## config.mk

```make
export PLATFORM = sky130hd
export DESIGN_NAME = pwm_cycle_seq
export DESIGN_NICKNAME = d
export VERILOG_FILES = /design/src/rtl/pwm_seq_pkg.sv /design/src/rtl/pwm_gate_fsm.sv /design/src/rtl/pwm_softstart.sv /design/src/rtl/pwm_cycle_seq.sv
export SDC_FILE = /design/constraint.sdc
export NUM_CORES = 1
export LEC_CHECK = 0
export ABC_AREA = 0
export BUFFER_PORTS_ARGS = -buffer_cell sky130_fd_sc_hd__buf_2
export CAP_MARGIN = 20
export CORE_ASPECT_RATIO = 1.25
export CORE_MARGIN = 2
export CORE_UTILIZATION = 40
export DETAILED_ROUTE_END_ITERATION = 12
export PLACE_DENSITY_LB_ADDON = 0.2
export SLEW_MARGIN = 5
export SYNTH_ARGS = -nofsm -noshare
export SYNTH_HDL_FRONTEND = slang
export SYNTH_SLANG_ARGS = --single-unit
export TNS_END_PERCENT = 5
```

## constraint.sdc

```tcl
create_clock -name clk -period 2.7 [get_ports clk]
set_input_delay 0.54 -clock clk [delete_from_list [all_inputs] [get_ports clk]]
set_output_delay 0.54 -clock clk [all_outputs]
set_load 0.03 [all_outputs]
```

## src/rtl/pwm_seq_pkg.sv

```systemverilog
package pwm_seq_pkg;

    typedef enum logic [1:0] {
        G_WAIT    = 2'd0,
        G_BLANK   = 2'd1,
        G_CONDUCT = 2'd2
    } gate_st_t;

    typedef enum logic {
        S_RAMP = 1'b0,
        S_DONE = 1'b1
    } ss_st_t;

    // Threshold levels in 10 mV units
    localparam int unsigned LIM_START  = 30;
    localparam int unsigned LIM_STEP   = 15;
    localparam int unsigned LIM_NORMAL = 80;
    localparam int unsigned SS_STEPS   = 4;

endpackage

```

## src/rtl/pwm_gate_fsm.sv

```systemverilog
module pwm_gate_fsm
    import pwm_seq_pkg::*;
#(
    parameter int unsigned PERIOD_CYC = 1000,
    parameter int unsigned BLANK_CYC  = 30
) (
    input  logic clk,
    input  logic rst_n,
    input  logic period_tick,
    input  logic pwm_trip,
    input  logic ilim_trip,
    input  logic burst_active,
    output logic gate_on,
    output logic slope_en
);
    localparam int unsigned TW       = $clog2(PERIOD_CYC + 1);
    localparam int unsigned MAX_ON   = PERIOD_CYC * 3 / 4;
    localparam int unsigned SLOPE_TH = PERIOD_CYC * 2 / 5;
    localparam logic [TW-1:0] MAX_V   = TW'(MAX_ON);
    localparam logic [TW-1:0] BLANK_V = TW'(BLANK_CYC);
    localparam logic [TW-1:0] SLOPE_V = TW'(SLOPE_TH);
    localparam logic [TW-1:0] ONE     = TW'(1);
    localparam gate_st_t FIRST_ST = (BLANK_CYC <= 1) ? G_CONDUCT : G_BLANK;

    gate_st_t st, st_n;
    logic [TW-1:0] ton, ton_n;
    logic trip;

    assign trip = pwm_trip | ilim_trip;

    always_ff @(posedge clk or negedge rst_n) begin
        if (!rst_n) begin
            st  <= G_WAIT;
            ton <= '0;
        end else begin
            st  <= st_n;
            ton <= ton_n;
        end
    end

    always_comb begin
        st_n  = st;
        ton_n = ton;
        unique case (st)
            G_WAIT: begin
                if (period_tick) begin
                    st_n  = FIRST_ST;
                    ton_n = ONE;
                end
            end
            G_BLANK: begin
                if (period_tick) begin
                    st_n  = FIRST_ST;
                    ton_n = ONE;
                end else if (ton == MAX_V) begin
                    st_n  = G_WAIT;
                    ton_n = '0;
                end else begin
                    ton_n = ton + ONE;
                    st_n  = (ton_n >= BLANK_V) ? G_CONDUCT : G_BLANK;
                end
            end
            G_CONDUCT: begin
                if (period_tick) begin
                    st_n  = FIRST_ST;
                    ton_n = ONE;
                end else if (trip || ton == MAX_V) begin
                    st_n  = G_WAIT;
                    ton_n = '0;
                end else begin
                    ton_n = ton + ONE;
                end
            end
            default: begin
                st_n  = G_WAIT;
                ton_n = '0;
            end
        endcase
    end

    always_comb begin
        gate_on  = (st != G_WAIT);
        slope_en = gate_on && (ton > SLOPE_V) && !burst_active;
    end

    AST_TICK_STARTS: assert property (@(posedge clk) disable iff (!rst_n)
        period_tick |=> (gate_on && ton == ONE));
    AST_BLANK_HOLD: assert property (@(posedge clk) disable iff (!rst_n)
        (gate_on && !period_tick && ton < BLANK_V && ton < MAX_V) |=> gate_on);
    AST_TRIP_OFF: assert property (@(posedge clk) disable iff (!rst_n)
        (st == G_CONDUCT && trip && !period_tick) |=> !gate_on);
    AST_MAX_DUTY: assert property (@(posedge clk) disable iff (!rst_n)
        (gate_on && !period_tick && ton == MAX_V) |=> !gate_on);
    AST_OFF_LATCH: assert property (@(posedge clk) disable iff (!rst_n)
        (!gate_on && !period_tick) |=> !gate_on);

endmodule

```

## src/rtl/pwm_softstart.sv

```systemverilog
module pwm_softstart
    import pwm_seq_pkg::*;
#(
    parameter int unsigned STEP_CYC = 300000,
    parameter int unsigned CODE_W   = 8
) (
    input  logic              clk,
    input  logic              rst_n,
    input  logic              ss_enable,
    input  logic              ss_restart,
    output logic [CODE_W-1:0] ilim_code,
    output logic              jitter_en
);
    localparam int unsigned MW = $clog2(STEP_CYC);
    localparam int unsigned SW = $clog2(SS_STEPS);
    localparam logic [MW-1:0] TMR_LAST  = MW'(STEP_CYC - 1);
    localparam logic [SW-1:0] STEP_LAST = SW'(SS_STEPS - 1);
    localparam logic [CODE_W-1:0] CODE_FIRST = CODE_W'(LIM_START);

    ss_st_t st, st_n;
    logic [SW-1:0] step, step_n;
    logic [MW-1:0] tmr, tmr_n;

    always_ff @(posedge clk or negedge rst_n) begin
        if (!rst_n) begin
            st   <= S_RAMP;
            step <= '0;
            tmr  <= '0;
        end else begin
            st   <= st_n;
            step <= step_n;
            tmr  <= tmr_n;
        end
    end

    always_comb begin
        st_n   = st;
        step_n = step;
        tmr_n  = tmr;
        if (ss_restart) begin
            st_n   = S_RAMP;
            step_n = '0;
            tmr_n  = '0;
        end else begin
            unique case (st)
                S_RAMP: begin
                    if (ss_enable) begin
                        if (tmr == TMR_LAST) begin
                            tmr_n = '0;
                            if (step == STEP_LAST) st_n = S_DONE;
                            else                   step_n = step + SW'(1);
                        end else begin
                            tmr_n = tmr + MW'(1);
                        end
                    end
                end
                S_DONE: begin
                    tmr_n = '0;
                end
                default: st_n = S_RAMP;
            endcase
        end
    end

    always_comb begin
        jitter_en = (st == S_DONE);
        if (st == S_DONE) ilim_code = CODE_W'(LIM_NORMAL);
        else              ilim_code = CODE_W'(LIM_START + LIM_STEP * int'(step));
    end

    AST_CODE_RISES: assert property (@(posedge clk) disable iff (!rst_n)
        !ss_restart |=> (ilim_code >= $past(ilim_code)));
    AST_DONE_LEVEL: assert property (@(posedge clk) disable iff (!rst_n)
        jitter_en |-> (ilim_code == CODE_W'(LIM_NORMAL)));
    AST_IDLE_HOLD: assert property (@(posedge clk) disable iff (!rst_n)
        (!ss_enable && !ss_restart) |=> $stable(ilim_code));
    AST_RESTART_FIRST: assert property (@(posedge clk) disable iff (!rst_n)
        ss_restart |=> (ilim_code == CODE_FIRST && !jitter_en));

endmodule

```

## src/rtl/pwm_cycle_seq.sv

```systemverilog
module pwm_cycle_seq
    import pwm_seq_pkg::*;
#(
    parameter int unsigned PERIOD_CYC = 1000,
    parameter int unsigned BLANK_CYC  = 30,
    parameter int unsigned STEP_CYC   = 300000,
    parameter int unsigned CODE_W     = 8
) (
    input  logic              clk,
    input  logic              rst_n,
    input  logic              period_tick,
    input  logic              pwm_trip,
    input  logic              ilim_trip,
    input  logic              burst_active,
    input  logic              ss_enable,
    input  logic              ss_restart,
    output logic              gate_on,
    output logic              slope_en,
    output logic [CODE_W-1:0] ilim_code,
    output logic              jitter_en
);

    pwm_gate_fsm #(
        .PERIOD_CYC (PERIOD_CYC),
        .BLANK_CYC  (BLANK_CYC)
    ) u_gate (
        .clk          (clk),
        .rst_n        (rst_n),
        .period_tick  (period_tick),
        .pwm_trip     (pwm_trip),
        .ilim_trip    (ilim_trip),
        .burst_active (burst_active),
        .gate_on      (gate_on),
        .slope_en     (slope_en)
    );

    pwm_softstart #(
        .STEP_CYC (STEP_CYC),
        .CODE_W   (CODE_W)
    ) u_ss (
        .clk        (clk),
        .rst_n      (rst_n),
        .ss_enable  (ss_enable),
        .ss_restart (ss_restart),
        .ilim_code  (ilim_code),
        .jitter_en  (jitter_en)
    );

    AST_SLOPE_GATED: assert property (@(posedge clk) disable iff (!rst_n)
        slope_en |-> (gate_on && !burst_active));

endmodule

```

==> results.md, run 1 <==
* Synth warn at 0
* Rel. slew slack at roughly a third
* Kind of critical path: flip-flop to output pin
* Util after Layout at a little under half
* Clk_lat worst skew at 280 ps
* Post-synth EDFFs at 0
* Max Cap Viol at 0
* Crit path DAT at about 1800 ps
* Post-cts resize count at 0
* Drt total wl at approximately 4.3 mm
* # nets final at ~260
* Commonest non-fill, non-tap cell in the layout: dfrtp_1
* Layout area overhead at 10.7%
* Part of the power in registers at 56.0%
* Flop-to-flop setup slack at approximately 660 ps
* Slew @ Worst Pin at approximately 960 ps
* Initial Utilization at ~41%
* Logic pwr share at between 6 and 7%
* Internal power at around 0.71 mW
* CP Launch Type: flip-flop
* Clock transition at path regs at about 70 ps
* Overall die width at roughly 68 um
* Post-route ant nets at 0
* Post-place instance area at around 0.0022 mm^2
* Crit share post-route at between 80% and 90%
* Syn_area_per_cell at a little under 9 um^2
* Final Cell Area at about 0.0023 mm^2
* Layout cells sized above 1 at between 10 and 15%
* 1st-iter DRT viols at 40
* P_leak at between 1 and 1.5 nW
* Reg-to-reg endpoint: u_ss.tmr[14]
* Library cells used by synthesis at between 40 and 50
* Main flop type after synthesis: dfrtp_1
* Setup Buffers After CTS at 0
* Mapped cell area at 0.00205 mm^2
* Drt drc at 0
* ANT cells at 0
* DIE AREA at 0.00572 mm^2
* Outcome: complete, no violations
* Crit path max fanout at 8
* RePlAce Congestion at approximately 0.86
* Met2 Use GR at between 20% and 30%
* Hold Fails Final Rpt at 0
* Final Max Tran Viols at 0
* WP data required at roughly 2200 ps
* Met3 usage at around 3.6%
* Worst r2r path cells at 7
* Initial antenna violation count at 0
* Clock Skew at between 10 and 15 ps
* Global-route wire length before repair at ~7.4 mm
* Hold_ws at ~330 ps
* P_sw at 0.233 mW
* RSZ-0062 raised after global routing: false
* FP Rows at 29
* Number of vias per cell at between 5 and 6
* Max frequency at approximately 420 MHz
* PortBufs at 17
* Sw Share at about a quarter
* Mapped Cells at around 230
* Final critical-path required period at approximately 2400 ps
* Critical Path End Type: output pin
* Most frequent cells in the layout: dfrtp_1, nor2_1, nand2_1, buf_2, nand3_1
* Vias in the first global route at approximately 1600
* TNS Setup at 0 ps
* Cts-stage hold buffer count at 0
* Setup violators final at 0
* Post-synth ARST share at 100%
* Total clock sinks at 34
* Clock power share at 37.1%
* Flops & latches, synth at 34
* Core area at approximately 0.005 mm^2
* Root Buffer: clkbuf_8
* Most Crowded Layer GR: met2
* Gr usage total at 16.9%
* Hold Crit Class: primary input to async pin
* Pin count of the biggest net entering global routing at 35
* First-pass DRT Iterations at 4
* GRT overflow at 0
* I/O pin count at 19
* Seq/Total Area, Yosys at between 40% and 50%
* Syn nets at approximately 250
* Peak VDD IR at 0.000242 V
* TritonCTS clock tree: yes
* Vias at between 1500 and 2000
* Crit Reg-Reg Startpoint: u_ss.tmr[0]
* CTS buffer count at 5
* M1 GR Usage at about 20%
* Bufs on Longest Clock Path at 2
* WL/cell at approximately 14 um
* H-tree depth at 2
* Post-DP HPWL at slightly above 3 mm
* Power per Cell Area at about 420 mW/mm^2
* Height of the chip at ~84 um
critical path: stages, from the launching register on:
cell and delay (ps):
dfrtp_1 470, inv_1 120, ha_1 150, nand2_1 50, a211o_1 290, a31oi_1 220, nor3_1 60, buf_2 180
metrics by stage:
step / setup slack (ps) / cells / total power [mW]
after global placement: 522 / 302 / 0.605
after detailed placement: 492 / 302 / 0.606
final: 328 / 309 / 0.946
after global routing: 211 / 309 / 0.995
after floorplan: 576 / 229 / 0.579
after CTS: 331 / 309 / 0.962
state kept, by name, summed over array words and instances, names as in the netlist:
name and count:
u_gate.st 2, u_gate.ton 10, u_ss.jitter_en 1, u_ss.step 2
u_ss.tmr 19
worst max path at each step:
stage             startpoint            end  slack [ps]  depth (start not counted)
2_1_floorplan  u_gate.ton[0]       slope_en         580                          6
3_3_place_gp       ilim_trip  u_gate.ton[9]         520                          6
3_5_place_dp       ss_enable    u_ss.tmr[9]         490                          6
4_1_cts        u_gate.ton[0]       slope_en         330                          7
5_1_grt        u_gate.ton[0]       slope_en         210                          7
6_report       u_gate.ton[0]       slope_en         330                          7
layer usage:
layer	share of wire, %	routed length (um)	up-vias
met5	0	0	-
met4	2.8	119	0
met3	2.8	118	8
met2	50	2140	31
met1	44	1870	784
li1	-	-	829
kinds of logic after synthesis:
group | Yosys count | share of synthesized area (%)
multiplexers | 1 | 0.488
adder cells (fa/ha/maj) | 9 | 5.49
AND/OR/NAND/NOR | 104 | 26.7
AO/OA/AOI/OAI | 36 | 11.7
XOR/XNOR | 22 | 9.40
flip-flops | 34 | 41.5
other | 1 | 0.183
buffers and inverters | 22 | 4.52
area by class of cell:
| class | instances | area (um^2) |
|---|---|---|
| clock buffers | 5 | 68.8 |
| clock inverters | 2 | 10.0 |
| fillers | 498 | 2740 |
| inverters | 13 | 48.8 |
| multi-input cells | 173 | 1110 |
| flip-flops and latches | 34 | 851 |
| well taps | 62 | 77.6 |
| repair buffers | 20 | 108 |
synth_stat cells, drive strengths merged (2+ instances only):
| master | instances | share of area, % |
|---|---|---|
| a211oi | 2 | 0.73 |
| a21oi | 7 | 1.7 |
| a22o | 3 | 1.3 |
| a31oi | 3 | 0.92 |
| and3 | 5 | 1.5 |
| and4 | 2 | 0.85 |
| buf | 4 | 1.2 |
| clkbuf | 5 | 0.92 |
| dfrtp | 34 | 42 |
| ha | 9 | 5.5 |
| inv | 13 | 2.4 |
| nand2 | 17 | 3.1 |
| nand3 | 14 | 3.4 |
| nand4 | 4 | 1.2 |
| nor2 | 31 | 5.8 |
| nor3 | 13 | 3.7 |
| nor3b | 2 | 0.73 |
| nor4 | 2 | 0.61 |
| o21ai | 12 | 2.9 |
| or2 | 3 | 0.92 |
| or3 | 2 | 0.61 |
| or4b | 2 | 1.2 |
| or4bb | 2 | 1.1 |
| xnor2 | 10 | 4.3 |
| xor2 | 12 | 5.1 |
power groups by stage:
| stage | logic [mW] | clock network, mW | registers [mW] |
|---|---|---|---|
| after floorplan | 0.0457 | 0 | 0.533 |
| final | 0.0650 | 0.351 | 0.530 |
| after CTS | 0.0668 | 0.365 | 0.530 |
| after global routing | 0.0757 | 0.389 | 0.531 |
| after global placement | 0.0661 | 0 | 0.539 |
| after detailed placement | 0.0664 | 0 | 0.540 |
(Power assumes the default switching activity.)
==> run 2: changes to the inputs <==
Settings changed: CORE_MARGIN 2 to 3, PLACE_DENSITY set to 0.69, PLACE_DENSITY_LB_ADDON 0.2 to unset.
==> run 2 against run 1 <==
- via count decreased by 1.3%
- total power rose by 4.5%
- maximum frequency is 1.6% higher
- highest routed layer unchanged
==> results.md, run 2 (synthesis results as in run 1) <==
* Power per Cell Area at ~440 mW/mm^2
* CP Launch Type: flip-flop
* # nets final at 262
* Final Max Tran Viols at 0
* Clk_lat worst skew at between 200 and 300 ps
* Setup violators final at 0
* Hold Crit Class: primary input to async pin
* H-tree depth at 2
* Crit share post-route at around 86%
* Post-cts resize count at 0
* Post-route ant nets at 0
* Peak VDD IR at roughly 0.00026 V
* Final critical-path required period at between 2000 and 2500 ps
* Worst Setup Slack, final at roughly 360 ps
* Outcome: complete, no violations
* WL met1 at approximately 1.8 mm
* Slew @ Worst Pin at a little over 900 ps
* Initial antenna violation count at 0
* Met2 Routed Length at around 2 mm
* Drt drc at 0
* P_leak at around 1.0 nW
* Detail Route met3 WL at roughly 130 um
* Overall die width at about 70 um
* GRT overflow at 0
* Hold_ws at approximately 330 ps
* Layout area overhead at 10.5%
* DIE AREA at 0.00602 mm^2
* Total clock sinks at 34
* Reg with most FFs: u_ss.tmr
* Core area at ~0.0048 mm^2
* Largest regs: u_ss.tmr (19), u_gate.ton (10)
* WP data required at between 2000 and 2500 ps
* Vias at 1630
* Number of vias per cell at 5.33
* I/O pin count at 19
* Final Cell Area at around 0.0023 mm^2
* Rel. slew slack at 38.7%
* Max FFs per register at 19
* FP Rows at 28
* Root Buffer: clkbuf_8
* RSZ-0062 raised after global routing: false
* 1st-iter DRT viols at between 70 and 80
* Hold Fails Final Rpt at 0
* TNS Setup at 0 ps
* Most frequent cells in the layout: dfrtp_1, nor2_1, nand2_1, buf_2, nand3_1
* Global-route wire length before repair at 6.95 mm
* Clock Skew at around 6.6 ps
* Crit path max fanout at 8
* Gr usage total at 14.3%
* Setup Buffers After CTS at 0
* Max frequency at approximately 430 MHz
* Initial Utilization at around 42%
* Vias in the first global route at between 1500 and 2000
* Height of the chip at around 86 um
* First-pass DRT Iterations at 4
* Post-DP HPWL at roughly 3.0 mm
* Clock transition at path regs at 70 ps
* Layout cells sized above 1 at roughly 14%
* Inst Count DP at between 200 and 300
* ANT cells at 0
* Max Cap Viol at 0
* Top routing layer in use: met4
* WL/cell at around 13 um
* Kind of critical path: flip-flop to output pin
* Crit path DAT at ~1800 ps
* Pre-CTS setup slack at approximately 460 ps
* Drt total wl at approximately 4 mm
* PortBufs at 17
* RePlAce Congestion at just over 0.8
* Cts-stage hold buffer count at 0
* Finished Layout Cells at 306
* Pin count of the biggest net entering global routing at 35
* Critical Path End Type: output pin
* Bufs on Longest Clock Path at 2
* Post-place instance area at approximately 0.0022 mm^2
* TritonCTS clock tree: yes
* Commonest non-fill, non-tap cell in the layout: dfrtp_1
* CTS buffer count at 5
-- run 2: report_power, final --
group          internal (mW)  total (mW)  switching [mW]
Combinational         0.0224      0.0633          0.0410
Clock                  0.206       0.396           0.190
Sequential             0.517       0.529          0.0125
-- run 2: worst paths after layout --
kind                            slack [ps]     startpoint  depth (start not counted)           end
worst max-delay path                   360  u_gate.ton[0]                          7      slope_en
worst max register to register         470    u_ss.tmr[0]                          6  u_ss.tmr[15]
min in group clk                       470     ss_restart                          2  u_ss.step[0]
max in group asynchronous             1880          rst_n                          1  u_gate.st[1]
worst min register to register         550    u_ss.tmr[1]                          2   u_ss.tmr[1]
worst min-delay path                   330          rst_n                          1  u_ss.tmr[12]
-- run 2: worst max-delay path, cell delays in order (launching register included) --
cell and delay, ps:
dfrtp_1 470, inv_1 120, ha_1 150, nand2_1 50, a211o_1 290, a31oi_1 200
nor3_1 60, buf_2 170
-- run 2: area by class of cell --
type	instances	area, um^2
Timing Repair Buffer	18	92.6
Tap cell	60	75.1
Clock inverter	1	5.00
Fill cell	477	2570
Clock buffer	7	86.3
Inverter	13	48.8
Multi-Input combinational cell	173	1110
Sequential cell	34	851
-- run 2: routing by layer --
layer / GRT usage, % / vias to the layer above
li1: - / 825
met1: 15.7 / 772
met2: 26.3 / 25
met3: 3.17 / 8
met4: 6.45 / 0
met5: 0 / -
-- run 2: stage by stage --
stage / power (mW) / utilization (%)
CTS: 0.997 / 46.8
global route: 1.02 / 46.8
global placement: 0.603 / 45.0
detailed placement: 0.603 / 45.0
finish: 0.989 / 46.8
floorplan: 0.579 / -
